### src/rtl/irqc_pkg.sv
package irqc_pkg;

    typedef enum logic {
        TRIG_EDGE  = 1'b0,
        TRIG_LEVEL = 1'b1
    } trig_e;

    // Width of an execution level: holds 0 (non-maskable), p+1, and idle.
    function automatic int unsigned lvl_width(int unsigned pw);
        return pw + 1;
    endfunction

    // Idle execution level, one past the least urgent line level.
    function automatic int unsigned idle_lvl(int unsigned pw);
        return (1 << pw) + 1;
    endfunction

endpackage

### src/rtl/irqc_sync.sv
module irqc_sync #(
    parameter int unsigned W      = 17,
    parameter int unsigned STAGES = 2
) (
    input  logic         clk,
    input  logic         rst,
    input  logic [W-1:0] async_in,
    output logic [W-1:0] lvl_out,
    output logic [W-1:0] rise_out
);

    logic [W-1:0] stg_q [STAGES];
    logic [W-1:0] prev_q;

    always_ff @(posedge clk) begin
        if (rst) begin
            for (int k = 0; k < STAGES; k++) stg_q[k] <= '0;
            prev_q <= '0;
        end else begin
            stg_q[0] <= async_in;
            for (int k = 1; k < STAGES; k++) stg_q[k] <= stg_q[k-1];
            prev_q <= stg_q[STAGES-1];
        end
    end

    assign lvl_out  = stg_q[STAGES-1];
    assign rise_out = stg_q[STAGES-1] & ~prev_q;

endmodule

### src/rtl/irqc_pend.sv
module irqc_pend
    import irqc_pkg::*;
#(
    parameter int unsigned N = 16
) (
    input  logic         clk,
    input  logic         rst,
    input  logic [N-1:0] lvl_in,
    input  logic [N-1:0] rise_in,
    input  logic [N-1:0] cfg_level,
    input  logic [N-1:0] clr,
    input  logic [N-1:0] ack_mask,
    input  logic [N-1:0] active,
    output logic [N-1:0] pend
);

    for (genvar i = 0; i < N; i++) begin : g_line
        logic line_q;

        always_ff @(posedge clk) begin
            if (rst) begin
                line_q <= 1'b0;
            end else if (cfg_level[i] == TRIG_LEVEL) begin
                line_q <= lvl_in[i] & ~active[i] & ~ack_mask[i];
            end else begin
                line_q <= rise_in[i] | (line_q & ~clr[i] & ~ack_mask[i]);
            end
        end

        assign pend[i] = line_q;


        edge_hold_chk: assert property (@(posedge clk) disable iff (rst)
            (cfg_level[i] == TRIG_EDGE && line_q && !clr[i] && !ack_mask[i]) |=> line_q);


        level_follow_chk: assert property (@(posedge clk) disable iff (rst)
            (cfg_level[i] == TRIG_LEVEL && lvl_in[i] && !active[i] && !ack_mask[i]) |=> line_q);
    end

endmodule

### src/rtl/irqc_arb.sv
module irqc_arb #(
    parameter int unsigned N    = 16,
    parameter int unsigned PW   = 3,
    parameter int unsigned LW   = 4,
    parameter int unsigned VW   = 5,
    parameter int unsigned IDLE = 9
) (
    input  logic [N-1:0]    req,
    input  logic [N*PW-1:0] prio,
    input  logic            nmi_req,
    output logic            hit,
    output logic [LW-1:0]   win_lvl,
    output logic [VW-1:0]   win_id
);

    always_comb begin
        hit     = 1'b0;
        win_lvl = LW'(IDLE);
        win_id  = '0;
        // Ascending scan with strict compare: lower index wins a tie.
        for (int i = 0; i < N; i++) begin
            if (req[i] && (LW'(prio[i*PW +: PW]) + LW'(1)) < win_lvl) begin
                hit     = 1'b1;
                win_lvl = LW'(prio[i*PW +: PW]) + LW'(1);
                win_id  = VW'(i);
            end
        end
        if (nmi_req) begin
            hit     = 1'b1;
            win_lvl = '0;
            win_id  = VW'(N);
        end
    end

endmodule

### src/rtl/irqc_stack.sv
module irqc_stack #(
    parameter int unsigned DEPTH = 8,
    parameter int unsigned LW    = 4,
    parameter int unsigned VW    = 5,
    parameter int unsigned IDLE  = 9
) (
    input  logic          clk,
    input  logic          rst,
    input  logic          push,
    input  logic [LW-1:0] push_lvl,
    input  logic [VW-1:0] push_id,
    input  logic          pop,
    output logic [LW-1:0] top_lvl,
    output logic [VW-1:0] top_id,
    output logic [LW-1:0] below_lvl,
    output logic          empty,
    output logic          overflow
);

    localparam int unsigned CW = $clog2(DEPTH + 1);
    localparam int unsigned IW = $clog2(DEPTH);

    logic [LW-1:0] lvl_q [DEPTH];
    logic [VW-1:0] id_q  [DEPTH];
    logic [CW-1:0] cnt_q;
    logic          ovf_q;
    logic          do_pop;
    logic [CW-1:0] cnt_mid;
    logic [CW-1:0] top_ix;
    logic [CW-1:0] below_ix;

    assign do_pop   = pop && (cnt_q != '0);
    assign cnt_mid  = cnt_q - CW'(do_pop);
    assign top_ix   = cnt_q - CW'(1);
    assign below_ix = cnt_q - CW'(2);

    always_ff @(posedge clk) begin
        if (rst) begin
            cnt_q <= '0;
            ovf_q <= 1'b0;
            for (int k = 0; k < DEPTH; k++) begin
                lvl_q[k] <= '0;
                id_q[k]  <= '0;
            end
        end else if (push) begin
            if (cnt_mid == CW'(DEPTH)) begin
                ovf_q <= 1'b1;
                cnt_q <= cnt_mid;
            end else begin
                lvl_q[cnt_mid[IW-1:0]] <= push_lvl;
                id_q[cnt_mid[IW-1:0]]  <= push_id;
                cnt_q <= cnt_mid + CW'(1);
            end
        end else begin
            cnt_q <= cnt_mid;
        end
    end

    assign empty     = (cnt_q == '0);
    assign top_lvl   = empty ? LW'(IDLE) : lvl_q[top_ix[IW-1:0]];
    assign top_id    = empty ? '0 : id_q[top_ix[IW-1:0]];
    assign below_lvl = (cnt_q < CW'(2)) ? LW'(IDLE) : lvl_q[below_ix[IW-1:0]];
    assign overflow  = ovf_q;


    ovf_sticky_chk: assert property (@(posedge clk) disable iff (rst)
        ovf_q |=> ovf_q);


    cnt_bound_chk: assert property (@(posedge clk) disable iff (rst)
        cnt_q <= CW'(DEPTH));


    pop_restore_chk: assert property (@(posedge clk) disable iff (rst)
        (do_pop && !push) |=> top_lvl == $past(below_lvl));

endmodule

### src/rtl/prio_irq_ctrl.sv
module prio_irq_ctrl
    import irqc_pkg::*;
#(
    parameter int unsigned N_LINES     = 16,
    parameter int unsigned PRIO_W      = 3,
    parameter int unsigned STACK_DEPTH = 8,
    parameter int unsigned SYNC_STAGES = 2
) (
    input  logic                        clk,
    input  logic                        rst,
    input  logic [N_LINES-1:0]          irq_in,
    input  logic                        nmi_in,
    input  logic [N_LINES-1:0]          line_en,
    input  logic [N_LINES-1:0]          line_trig,
    input  logic [N_LINES*PRIO_W-1:0]   line_prio,
    input  logic                        mask_all,
    input  logic [N_LINES-1:0]          pend_clear,
    output logic                        take_valid,
    output logic [$clog2(N_LINES+1)-1:0] take_vector,
    input  logic                        take_ack,
    input  logic                        handler_ret,
    output logic                        tail_chain,
    output logic [PRIO_W:0]             exec_level,
    output logic                        stack_overflow,
    output logic [N_LINES-1:0]          pend_status,
    output logic [N_LINES-1:0]          active_status,
    output logic                        nmi_active
);

    localparam int unsigned VEC_W  = $clog2(N_LINES + 1);
    localparam int unsigned LINE_W = $clog2(N_LINES);
    localparam int unsigned LVL_W  = lvl_width(PRIO_W);
    localparam int unsigned IDLE   = idle_lvl(PRIO_W);

    // Synchronised sources, non-maskable request in the top bit.
    logic [N_LINES:0] src_lvl, src_rise;

    irqc_sync #(.W(N_LINES + 1), .STAGES(SYNC_STAGES)) u_sync (
        .clk(clk), .rst(rst),
        .async_in({nmi_in, irq_in}),
        .lvl_out(src_lvl),
        .rise_out(src_rise)
    );

    logic                 tv_q;
    logic [VEC_W-1:0]     vec_q;
    logic [LVL_W-1:0]     lvl_q;
    logic                 tail_q;
    logic [N_LINES-1:0]   act_q;
    logic                 nmi_act_q;
    logic                 nmi_pend_q;
    logic [N_LINES-1:0]   pend;

    logic                 ack, vec_is_nmi, ack_nmi;
    logic [N_LINES-1:0]   ack_mask;

    assign ack        = tv_q && take_ack;
    assign vec_is_nmi = (vec_q == VEC_W'(N_LINES));
    assign ack_nmi    = ack && vec_is_nmi;
    assign ack_mask   = (ack && !vec_is_nmi) ? (N_LINES'(1) << vec_q[LINE_W-1:0]) : '0;

    irqc_pend #(.N(N_LINES)) u_pend (
        .clk(clk), .rst(rst),
        .lvl_in(src_lvl[N_LINES-1:0]),
        .rise_in(src_rise[N_LINES-1:0]),
        .cfg_level(line_trig),
        .clr(pend_clear),
        .ack_mask(ack_mask),
        .active(act_q),
        .pend(pend)
    );

    // Active-level stack.
    logic [LVL_W-1:0] top_lvl, below_lvl;
    logic [VEC_W-1:0] top_id;
    logic             stk_empty, stk_ovf;

    irqc_stack #(.DEPTH(STACK_DEPTH), .LW(LVL_W), .VW(VEC_W), .IDLE(IDLE)) u_stack (
        .clk(clk), .rst(rst),
        .push(ack), .push_lvl(lvl_q), .push_id(vec_q),
        .pop(handler_ret),
        .top_lvl(top_lvl), .top_id(top_id), .below_lvl(below_lvl),
        .empty(stk_empty), .overflow(stk_ovf)
    );

    logic               do_ret, ret_nmi;
    logic [N_LINES-1:0] ret_mask;

    assign do_ret   = handler_ret && !stk_empty;
    assign ret_nmi  = do_ret && (top_id == VEC_W'(N_LINES));
    assign ret_mask = (do_ret && !ret_nmi) ? (N_LINES'(1) << top_id[LINE_W-1:0]) : '0;

    // Arbitration for a new take.
    logic [N_LINES-1:0] gate;
    logic               hit_t;
    logic [LVL_W-1:0]   lvl_t;
    logic [VEC_W-1:0]   id_t;

    assign gate = line_en & ~{N_LINES{mask_all}};

    irqc_arb #(.N(N_LINES), .PW(PRIO_W), .LW(LVL_W), .VW(VEC_W), .IDLE(IDLE)) u_arb_take (
        .req(pend & gate), .prio(line_prio),
        .nmi_req(nmi_pend_q & ~nmi_act_q),
        .hit(hit_t), .win_lvl(lvl_t), .win_id(id_t)
    );

    // Arbitration against the level restored by a return.
    logic               hit_r;
    logic [LVL_W-1:0]   lvl_r;
    logic [VEC_W-1:0]   id_r;
    logic [N_LINES-1:0] reassert;

    assign reassert = ret_mask & line_trig & src_lvl[N_LINES-1:0];

    irqc_arb #(.N(N_LINES), .PW(PRIO_W), .LW(LVL_W), .VW(VEC_W), .IDLE(IDLE)) u_arb_ret (
        .req((pend | reassert) & gate), .prio(line_prio),
        .nmi_req(nmi_pend_q & (~nmi_act_q | ret_nmi)),
        .hit(hit_r), .win_lvl(lvl_r), .win_id(id_r)
    );

    logic preempt;
    assign preempt = hit_t && (lvl_t < top_lvl);

    always_ff @(posedge clk) begin
        if (rst) begin
            tv_q       <= 1'b0;
            vec_q      <= '0;
            lvl_q      <= '0;
            tail_q     <= 1'b0;
            act_q      <= '0;
            nmi_act_q  <= 1'b0;
            nmi_pend_q <= 1'b0;
        end else begin
            if (ack) begin
                tv_q <= 1'b0;
            end else if (!tv_q && preempt) begin
                tv_q  <= 1'b1;
                vec_q <= id_t;
                lvl_q <= lvl_t;
            end
            tail_q     <= do_ret && hit_r && (lvl_r < below_lvl);
            act_q      <= (act_q & ~ret_mask) | ack_mask;
            nmi_act_q  <= (nmi_act_q & ~ret_nmi) | ack_nmi;
            nmi_pend_q <= src_rise[N_LINES] | (nmi_pend_q & ~ack_nmi);
        end
    end

    assign take_valid     = tv_q;
    assign take_vector    = vec_q;
    assign tail_chain     = tail_q;
    assign exec_level     = top_lvl;
    assign stack_overflow = stk_ovf;
    assign pend_status    = pend;
    assign active_status  = act_q;
    assign nmi_active     = nmi_act_q;


    take_stable_chk: assert property (@(posedge clk) disable iff (rst)
        (tv_q && !take_ack) |=> (tv_q && $stable(vec_q)));


    take_urgent_chk: assert property (@(posedge clk) disable iff (rst)
        $rose(tv_q) |-> (lvl_q < top_lvl));


    take_enabled_chk: assert property (@(posedge clk) disable iff (rst)
        ($rose(tv_q) && !vec_is_nmi) |-> $past(line_en[vec_q[LINE_W-1:0]]));


    take_unmasked_chk: assert property (@(posedge clk) disable iff (rst)
        ($rose(tv_q) && !vec_is_nmi) |-> !$past(mask_all));


    tail_after_ret_chk: assert property (@(posedge clk) disable iff (rst)
        tail_q |-> $past(handler_ret));

endmodule

### config.mk
export PLATFORM = sky130hd
export DESIGN_NAME = prio_irq_ctrl
export DESIGN_NICKNAME = d
export VERILOG_FILES = /design/src/rtl/irqc_pkg.sv /design/src/rtl/irqc_sync.sv /design/src/rtl/irqc_pend.sv /design/src/rtl/irqc_arb.sv /design/src/rtl/irqc_stack.sv /design/src/rtl/prio_irq_ctrl.sv
export SDC_FILE = /design/constraint.sdc
export NUM_CORES = 1
export LEC_CHECK = 0
export ABC_AREA = 1
export BUFFER_PORTS_ARGS = -buffer_cell sky130_fd_sc_hd__buf_4
export CAP_MARGIN = 20
export CORE_MARGIN = 3
export CORE_UTILIZATION = 54
export DETAILED_ROUTE_END_ITERATION = 10
export PLACE_DENSITY = 0.78
export SETUP_SLACK_MARGIN = 0.1
export SYNTH_ARGS = -nofsm -noshare
export SYNTH_HDL_FRONTEND = slang
export SYNTH_SLANG_ARGS = --single-unit
export TNS_END_PERCENT = 1
### constraint.sdc
create_clock -name clk -period 25.6 [get_ports clk]
set_input_delay 5.12 -clock clk [delete_from_list [all_inputs] [get_ports clk]]
set_output_delay 5.12 -clock clk [all_outputs]
set_load 0.03 [all_outputs]
==> results of run 1 <==
## flip-flops by register name, indices dropped and copies added (netlist names)
name / flops
u_stack.cnt_q: 4
active_status: 16
u_stack.overflow: 1
take_valid: 1
u_pend.g_line.line_q: 16
nmi_pend_q: 1
lvl_q: 4
u_sync.stg_q: 34
u_sync.prev_q: 17
take_vector: 5
u_stack.lvl_q: 32
u_stack.id_q: 40
tail_chain: 1
nmi_active: 1
## through the flow
step,std cells,hold slack [ns]
floorplan,2006,0.3883
global placement,2452,0.3901
detailed placement,2452,0.3978
CTS,2484,0.4083
global route,2486,0.4224
finish,2486,0.4038
## power by group
part | switching [mW] | total [mW] | internal, mW
clock network | 0.134 | 0.266 | 0.133
logic | 0.413 | 0.592 | 0.180
registers | 0.0139 | 0.318 | 0.304
## repair_timing
action | CTS | global route
resized for setup | 16 | 19
endpoints found under the setup margin | 10 | 10
buffers inserted | 0 | 1
pin swaps | 0 | 1
cloned | 0 | 1
## layer usage
metal	track usage, %	vias to the layer above
li1	-	6790
met1	38.76	6255
met2	47.46	606
met3	4.996	96
met4	10.73	2
met5	0	-
## cell usage in the layout, fill, tap and decap left out, types with 58 or more instances in the layout
master	count
dfxtp_1	101
nor2_1	231
nand3_1	202
a21oi_1	80
buf_4	174
edfxtp_1	72
o21ai_0	85
ha_1	95
nand2_1	492
inv_1	308
nand2_2	58
## cell families (layout without fill, tap and decap cells)
| group | count (synthesis) | in the layout | share of synthesized area, % |
|---|---|---|---|
| and+or+nand+nor | 1077 | 1078 | 35.69 |
| buffers and inverters | 382 | 537 | 11.38 |
| AOI/OAI and AO/OA | 260 | 260 | 11.57 |
| DFF | 173 | 173 | 31.20 |
| adders and majority gates | 95 | 95 | 8.864 |
| xor gates and xnor gates | 19 | 19 | 1.297 |
## critical path, delay by kind of cell
kind / cells / cell delay, ns
AO/OA/AOI/OAI: 31 / 9.63
adder cells (fa/ha/maj): 17 / 5.08
XOR/XNOR: 1 / 0.26
AND/OR/NAND/NOR: 23 / 3.30
buffers and inverters: 6 / 0.98
## path summary, 6_finish.rpt
check                                     start                        endpoint  slack [ns]  depth (start not counted)
hold reg to reg   u_sync.stg_q[0][6]$_SDFF_PP0_  u_sync.stg_q[0][23]$_SDFF_PP0_        0.40                          2
hold / removal    u_sync.stg_q[0][6]$_SDFF_PP0_  u_sync.stg_q[0][23]$_SDFF_PP0_        0.40                          2
setup / recovery                   line_prio[0]     take_vector[0]$_SDFFE_PP0P_        1.54                         78
setup reg to reg    u_stack.cnt_q[0]$_SDFF_PP0_           tail_chain$_SDFF_PP0_        5.42                        113
## area by class of cell
class                      instances  area [sq um]
multi-input combinational       1452          7823
tap                              324         405.4
fill                            2223          8813
inverter                         331          1249
clock inverter                    15         185.2
clock buffer                      17         425.4
sequential                       173          4184
timing repair buffer             174          1306
==> impl_metrics.json, run 1 <==
{
  "synthTopCellsByArea": "edfxtp_1 (16%), dfxtp_1 (15%), nand2_1 (14%), ha_1 (8.9%), inv_1 (8.6%)",
  "finalHoldViolations": 0,
  "cp.required_ns": 25.93,
  "synth.most_common_cell": "nand2_1",
  "dr_wl_met3_um": 3411,
  "synth_edf_count": 72,
  "synth_warnings": 0,
  "crit_path_start_kind": "primary input",
  "finalPower_mw": 1.177,
  "period_share_pct": 93.99,
  "portBuffers": 162,
  "pre_cts_ws_ns": -2.436,
  "leakage_nw": 7.714,
  "fin_skew_ns": 0.01831,
  "io_pins": 163,
  "cts.sinks": 173,
  "period_needed_ns": 24.06,
  "wl_met2_um": 18110,
  "m1WireLength_um": 16810,
  "syn2layout_area_growth_pct": 16.16,
  "first_pass_iters": 6,
  "worstSetupPathType": "primary input to flip-flop",
  "drt-vias-per-instance": 5.531,
  "route.vias.total": 13750,
  "slew_headroom_pct": 26.06,
  "fp.coreArea_sq_mm": 0.02439,
  "fp.dieH_um": 163.6,
  "overflow": 0,
  "arrival_ns": 24.39,
  "yosys.cell_types.count": 55,
  "fin_nets": 2362,
  "min_path_type": "flip-flop to flip-flop",
  "power_density_mw_per_mm2": 75.56,
  "crit_fanout": 11,
  "synth_commonest_cells": "nand2_1 (491), inv_1 (308), nor2_1 (231), nand3_1 (202), dfxtp_1 (101)",
  "drcViolationCount": 0,
  "grt_max_degree": 63,
  "n_antenna_cell": 0,
  "cts_buffers": 17,
  "clkTransAtPathRegs_ns": 0.08,
  "start_util_pct": 54.98,
  "place_congestion": 0.9714,
  "wl_per_cell_um": 15.95,
  "tightest_slew_ns": 1.081,
  "avgSynthCellArea_sq_um": 6.685,
  "synthArstFlopShare_pct": 0,
  "synth_fp_nets": 2219,
  "yosys.area.top_type": "edfxtp_1",
  "cts_tree": "built",
  "routed.top_layer": "met5",
  "gr-usage-all-layers_pct": 29.08,
  "drv_cap": 0,
  "ir_worst_vdd_mv": 0.07291,
  "die_area_sq_mm": 0.02676,
  "drv_slew": 0,
  "grt_setup_unrepaired": "false",
  "crit_top_cell": "ha_1",
  "clock_latency_ns": 0.45,
  "setup_ws_ns": 1.539,
  "drive_above_1_share_pct": 15.82,
  "synth_top_area_share_pct": 16.12,
  "drt_iter0_markers": 1432,
  "critPathMaxStageDelay_ns": 0.46,
  "htree_num_levels": 4,
  "postSynthCellCount": 2006,
  "ys_ff_latch": 173,
  "setup_viol": 0,
  "antenna_found_initial": 1,
  "drt-total-wl_um": 39660,
  "setup_tns_ns": 0,
  "dpl.hpwl_um": 30830,
  "syn_area_sq_mm": 0.01341,
  "fp.dieW_um": 163.6,
  "fin_area_sq_mm": 0.01558,
  "fmax_ghz": 0.04156,
  "end_kind": "flip-flop",
  "clock_tree.root_cell": "clkbuf_16",
  "first_global_vias": 12880,
  "postRouteAntennaNets": 0,
  "clk_path_buf_depth": 2,
  "grt_pass1_wl_um": 62410,
  "rows": 57,
  "synthFlopType": "dfxtp_1",
  "cts_hold_buf": 0,
  "ys_seq_area_share_pct": 31.20,
  "worst_path_max_delay_cell": "a2111oi_4",
  "final_util_pct": 63.87,
  "place_area_sq_mm": 0.01484,
  "outcome": "complete, no violations"
}
(Power assumes the default switching activity.)
==> inputs of run 2 (changes only) <==
--- a/config.mk
+++ b/config.mk
@@ -9,9 +9,10 @@
 export BUFFER_PORTS_ARGS = -buffer_cell sky130_fd_sc_hd__buf_4
 export CAP_MARGIN = 20
 export CORE_MARGIN = 3
-export CORE_UTILIZATION = 54
+export CORE_UTILIZATION = 60
+export CTS_CLUSTER_DIAMETER = 120
 export DETAILED_ROUTE_END_ITERATION = 10
-export PLACE_DENSITY = 0.78
+export PLACE_DENSITY = 0.82
 export SETUP_SLACK_MARGIN = 0.1
 export SYNTH_ARGS = -nofsm -noshare
 export SYNTH_HDL_FRONTEND = slang
==> constraint.sdc (replaced) <==
create_clock -name clk -period 24.6 [get_ports clk]
set_input_delay 4.92 -clock clk [delete_from_list [all_inputs] [get_ports clk]]
set_output_delay 4.92 -clock clk [all_outputs]
set_load 0.03 [all_outputs]
==> run 2 against run 1 <==
Effect of this change: utilization increased by 7.3 points; cell count down 1.8%; largest cell class unchanged; sequential share of layout area hardly changed; critical endpoint is now take_vector[1]$_SDFFE_PP0P_; sequential power up 4%; count of clock-buffer cells in the layout increased by 2; total power up 3.2%; highest routed layer unchanged.
==> impl_metrics.json, run 2 (synthesized netlist as in run 1, its figures left out) <==
{
  "outcome": "complete, no violations",
  "drt-vias-per-instance": 5.635,
  "postRouteAntennaNets": 0,
  "leakage_nw": 7.722,
  "first_global_vias": 12940,
  "setup_tns_ns": 0,
  "final_cells": 2441,
  "final_util_pct": 71.15,
  "cts_tree": "built",
  "overflow": 0,
  "rows": 54,
  "fin_nets": 2361,
  "worst_path_max_delay_cell": "a2111oi_2",
  "die_area_sq_mm": 0.02418,
  "drv_cap": 0,
  "rrSetupSlack_ns": 4.22,
  "use_met3_pct": 5.869,
  "top_register": "u_stack.id_q",
  "worstSetupPathType": "primary input to flip-flop",
  "syn2layout_area_growth_pct": 16.14,
  "fmax_ghz": 0.04358,
  "finalPower_mw": 1.215,
  "period_share_pct": 93.28,
  "fp.dieH_um": 155.5,
  "drt-total-wl_um": 39020,
  "final.fill_count": 1873,
  "cts.sinks": 173,
  "end_kind": "flip-flop",
  "cts_resized": 15,
  "arrival_ns": 23.25,
  "reg_top3": "u_stack.id_q (40), u_sync.stg_q (34), u_stack.lvl_q (32)",
  "finalHoldViolations": 0,
  "ir_worst_vdd_mv": 0.1198,
  "critPathMaxStageDelay_ns": 0.45,
  "clock_latency_ns": 0.44,
  "drive_above_1_share_pct": 15.96,
  "io_pins": 163,
  "htree_num_levels": 4,
  "cts_hold_buf": 0,
  "setup_viol": 0,
  "clk_path_buf_depth": 2,
  "final_common_cell": "nand2_1",
  "start_util_pct": 61.26,
  "grt_max_degree": 63,
  "pre_cts_ws_ns": -2.244,
  "layout_common_cells": "nand2_1 (491), inv_1 (308), nor2_1 (231), nand3_1 (202), buf_4 (174)",
  "portBuffers": 162,
  "place_inst": 2409,
  "fp.dieW_um": 155.5,
  "cts_setup_buffers": 0,
  "clock_tree.root_cell": "clkbuf_16",
  "largest_reg_flops": 40,
  "grt_util_met2_pct": 53.61,
  "crit_path_start_kind": "primary input",
  "fp.coreArea_sq_mm": 0.02189,
  "cts_buffers": 17,
  "crit_top_cell": "ha_1",
  "top_usage_layer": "met2",
  "antenna_found_initial": 1,
  "setup_ws_ns": 1.653,
  "fin_area_sq_mm": 0.01557,
  "clkTransAtPathRegs_ns": 0.08,
  "slew_headroom_pct": 24.40,
  "period_needed_ns": 22.95,
  "n_antenna_cell": 0,
  "power_density_mw_per_mm2": 78.01,
  "drcViolationCount": 0,
  "drv_slew": 0,
  "fin_skew_ns": 0.01177,
  "grt_setup_unrepaired": "false",
  "crit_fanout": 11,
  "place_area_sq_mm": 0.01480,
  "first_pass_iters": 6,
  "whs_ns": 0.4032,
  "drt_iter0_markers": 1168,
  "grtUsageMet1_pct": 42.22,
  "cp.required_ns": 24.90,
  "tightest_slew_ns": 1.105,
  "route.vias.total": 13760,
  "min_path_type": "flip-flop to flip-flop",
  "grt_pass1_wl_um": 62770,
  "place_congestion": 0.9662,
  "gr-usage-all-layers_pct": 31.93,
  "dpl.hpwl_um": 30430,
  "wl_per_cell_um": 15.99
}
## run 2: cell count changes in the layout (fill, tap and decap cells not counted), sizes merged
| cell | change |
|---|---|
| clkbuf | +2 |
| clkinv | -2 |
| clkinvlp | -2 |
| inv | +2 |
| nand2 | -1 |
## run 2: report_power, final
part	leakage [nW]	total [mW]	internal, mW	switching [mW]
Sequential	1.57	0.331	0.317	0.0144
Clock	0.296	0.275	0.143	0.132
Combinational	5.86	0.609	0.187	0.422
Total	7.72	1.22	0.647	0.568
## run 2: path summary, 6_finish.rpt
kind	startpoint	cells after the start	endpoint
setup / recovery	line_prio[0]	84	take_vector[1]$_SDFFE_PP0P_
hold / removal	u_sync.stg_q[0][15]$_SDFF_PP0_	2	u_sync.stg_q[0][32]$_SDFF_PP0_
setup reg to reg	u_stack.cnt_q[0]$_SDFF_PP0_	113	tail_chain$_SDFF_PP0_
hold reg to reg	u_sync.stg_q[0][15]$_SDFF_PP0_	2	u_sync.stg_q[0][32]$_SDFF_PP0_
## run 2: worst max-delay path: cells and delay by family
| family | cells | cell delay, ns |
|---|---|---|
| adders and majority gates | 16 | 4.74 |
| AOI/OAI and AO/OA | 31 | 8.51 |
| buffers and inverters | 8 | 1.18 |
| and+or+nand+nor | 29 | 3.90 |
## run 2: cell type report
type	instances	area (sq um)	share of cell area, %
multi-input cells	1451	7889	50.65
flip-flops and latches	173	4184	26.86
repair buffers	174	1306	8.387
inverters	331	1249	8.017
clock buffers	19	457.9	2.940
well taps	280	350.3	2.249
clock inverters	13	138.9	0.8917
## run 2: layer usage
metal  up-vias  wire length (um)
met5         -                12
met4         2               908
met3        77              3480
met2       581             18550
met1      6314             16070
li1       6782                 -
==> inputs of run 3 (changes only) <==
--- a/config.mk
+++ b/config.mk
@@ -12,6 +12,7 @@
 export CORE_UTILIZATION = 60
 export CTS_CLUSTER_DIAMETER = 120
 export DETAILED_ROUTE_END_ITERATION = 10
+export GPL_TIMING_DRIVEN = 0
 export PLACE_DENSITY = 0.82
 export SETUP_SLACK_MARGIN = 0.1
 export SYNTH_ARGS = -nofsm -noshare
==> run 3 against run 2 <==
Effect of this change: hold slack worse by 0.0032 ns; total power up 0.19%; count of clock-buffer cells in the layout is 1 higher; combinational power is 4.1% higher; cell count rose by 1.7%; routed wire length up 3.5%; via count increased by 1.8%; sequential share of layout area decreased by 0.31 points; maximum frequency fell by 0.25%; sequential power hardly changed; largest power group unchanged.
==> impl_metrics.json, run 3 (synthesized netlist as in run 1, its figures left out) <==
{
  "crit_fanout": 10,
  "rows": 54,
  "fmax_ghz": 0.04347,
  "io_pins": 163,
  "drt_iter0_markers": 1224,
  "crit_top_cell": "ha_1",
  "ir_worst_vdd_mv": 0.1029,
  "leakage_nw": 7.816,
  "drt-vias-per-instance": 5.639,
  "gr-usage-all-layers_pct": 32.71,
  "reg_top3": "u_stack.id_q (40), u_sync.stg_q (34), u_stack.lvl_q (32)",
  "outcome": "complete, no violations",
  "clock_latency_ns": 0.43,
  "die_area_sq_mm": 0.02418,
  "route.vias.total": 14000,
  "postRouteAntennaNets": 0,
  "finalHoldViolations": 0,
  "cts_tree": "built",
  "worst-path-buf-inv": 5,
  "dpl.hpwl_um": 32170,
  "multi_input_area_sq_mm": 0.007905,
  "antenna_found_initial": 0,
  "fp.dieH_um": 155.5,
  "syn2layout_area_growth_pct": 17.51,
  "fin_nets": 2404,
  "grt_max_degree": 17,
  "worstSetupPathType": "primary input to flip-flop",
  "setup_viol": 0,
  "period_needed_ns": 23.00,
  "period_share_pct": 93.51,
  "drcViolationCount": 0,
  "cts_hold_buf": 0,
  "n_antenna_cell": 0,
  "clock_tree.root_cell": "clkbuf_16",
  "final.fill_count": 1911,
  "drt-total-wl_um": 40390,
  "critPathMaxStageDelay_ns": 0.45,
  "grt_setup_unrepaired": "false",
  "fin_skew_ns": 0.007610,
  "finalPower_mw": 1.217,
  "htree_num_levels": 4,
  "end_kind": "flip-flop",
  "clk_path_buf_depth": 2,
  "first_pass_iters": 6,
  "top_register": "u_stack.id_q",
  "first_global_vias": 13050,
  "register_area_sq_mm": 0.004184,
  "crit_path_start_kind": "primary input",
  "cp.required_ns": 24.90,
  "arrival_ns": 23.30,
  "clkTransAtPathRegs_ns": 0.07,
  "largest_reg_flops": 40,
  "setup_tns_ns": 0,
  "power_density_mw_per_mm2": 77.25,
  "crit_family": "compound AO/OA/AOI/OAI gates",
  "worst_path_max_delay_cell": "a2111oi_4",
  "grt_pass1_wl_um": 63690,
  "fp.dieW_um": 155.5,
  "overflow": 0,
  "start_util_pct": 61.26,
  "cts_buffers": 17,
  "layout_common_cells": "nand2_1 (491), inv_1 (309), nor2_1 (231), nand3_1 (202), buf_4 (184)",
  "min_path_type": "flip-flop to flip-flop",
  "tightest_slew_ns": 0.7671,
  "slew_headroom_pct": 48.86,
  "place_congestion": 0.9572,
  "portBuffers": 161,
  "drive_above_1_share_pct": 16.25,
  "drv_cap": 0,
  "wl_per_cell_um": 16.27,
  "drv_slew": 0,
  "cts.sinks": 173,
  "fp.coreArea_sq_mm": 0.02189,
  "final_common_cell": "nand2_1"
}
run 3: changes by cell type in the layout (fill, tap and decap cells not counted), moves of 2 or more:
cell	previous run	this run
buf_4	174	184
buf_2	0	3
inv_6	2	0
clkinv_8	2	0
buf_6	0	2
inv_8	5	0
buf_1	0	6
a2111oi_1	3	0
clkbuf_1	0	24
inv_4	2	4
clkinv_2	0	3
run 3: worst reg2reg max path: cells and delay by family, from the launching register on:
family	cells	cell delay (ns)
AO/OA/AOI/OAI	31	6.20
adder cells (fa/ha/maj)	17	4.95
buffers and inverters	15	2.67
flip-flops	1	0.29
AND/OR/NAND/NOR	56	6.19
run 3: path summary, 6_finish.rpt:
kind / cells after the start / slack [ns] / start / to
max reg2reg: 119 / 4.22 / u_stack.cnt_q[0]$_SDFF_PP0_ / tail_chain$_SDFF_PP0_
min: 2 / 0.40 / u_sync.stg_q[0][9]$_SDFF_PP0_ / u_sync.stg_q[0][26]$_SDFF_PP0_
max: 83 / 1.60 / line_prio[0] / take_vector[0]$_SDFFE_PP0P_
min reg2reg: 2 / 0.40 / u_sync.stg_q[0][9]$_SDFF_PP0_ / u_sync.stg_q[0][26]$_SDFF_PP0_
run 3: metrics by stage:
stage | hold WS (ns) | utilization (%) | setup WS [ns] | instance area (sq um) | instances
detailed placement | 0.3927 | 68.48 | -3.409 | 14990 | 2448
floorplan | 0.3883 | - | 0.1564 | 13430 | 2006
finish | 0.4000 | 71.99 | 1.595 | 15760 | 2483
global placement | 0.3887 | 68.46 | -2.998 | 14990 | 2447
CTS | 0.4009 | 71.48 | 0.1761 | 15650 | 2483
global route | 0.4090 | 71.99 | 0.1115 | 15760 | 2483
run 3: layout make-up:
type	instances	share of cell area, %
Multi-Input combinational cell	1451	50.16
Timing Repair Buffer	166	7.884
Clock buffer	20	2.906
Sequential cell	173	26.55
Tap cell	280	2.223
Inverter	331	7.900
Buffer	51	1.786
Clock inverter	11	0.5875
run 3: what timing repair did:
item / in CTS / in global routing
gates cloned: 0 / 0
buffers inserted: 4 / 0
pin swaps: 1 / 0
setup endpoints to repair: 10 / 10
gates resized for setup: 23 / 23
run 3: per-layer routing:
layer	global-route usage [%]	part of all wire (%)	vias to the layer above
met5	0	0	-
met4	10.59	2.6	0
met3	4.061	8.2	86
met2	54.76	47	623
met1	44.25	42	6411
li1	-	-	6881
run 3: power by group:
part           total, mW  switching, mW  internal (mW)
clock              0.256          0.112          0.144
combinational      0.634          0.432          0.202
sequential         0.328         0.0109          0.317
total               1.22          0.554          0.663
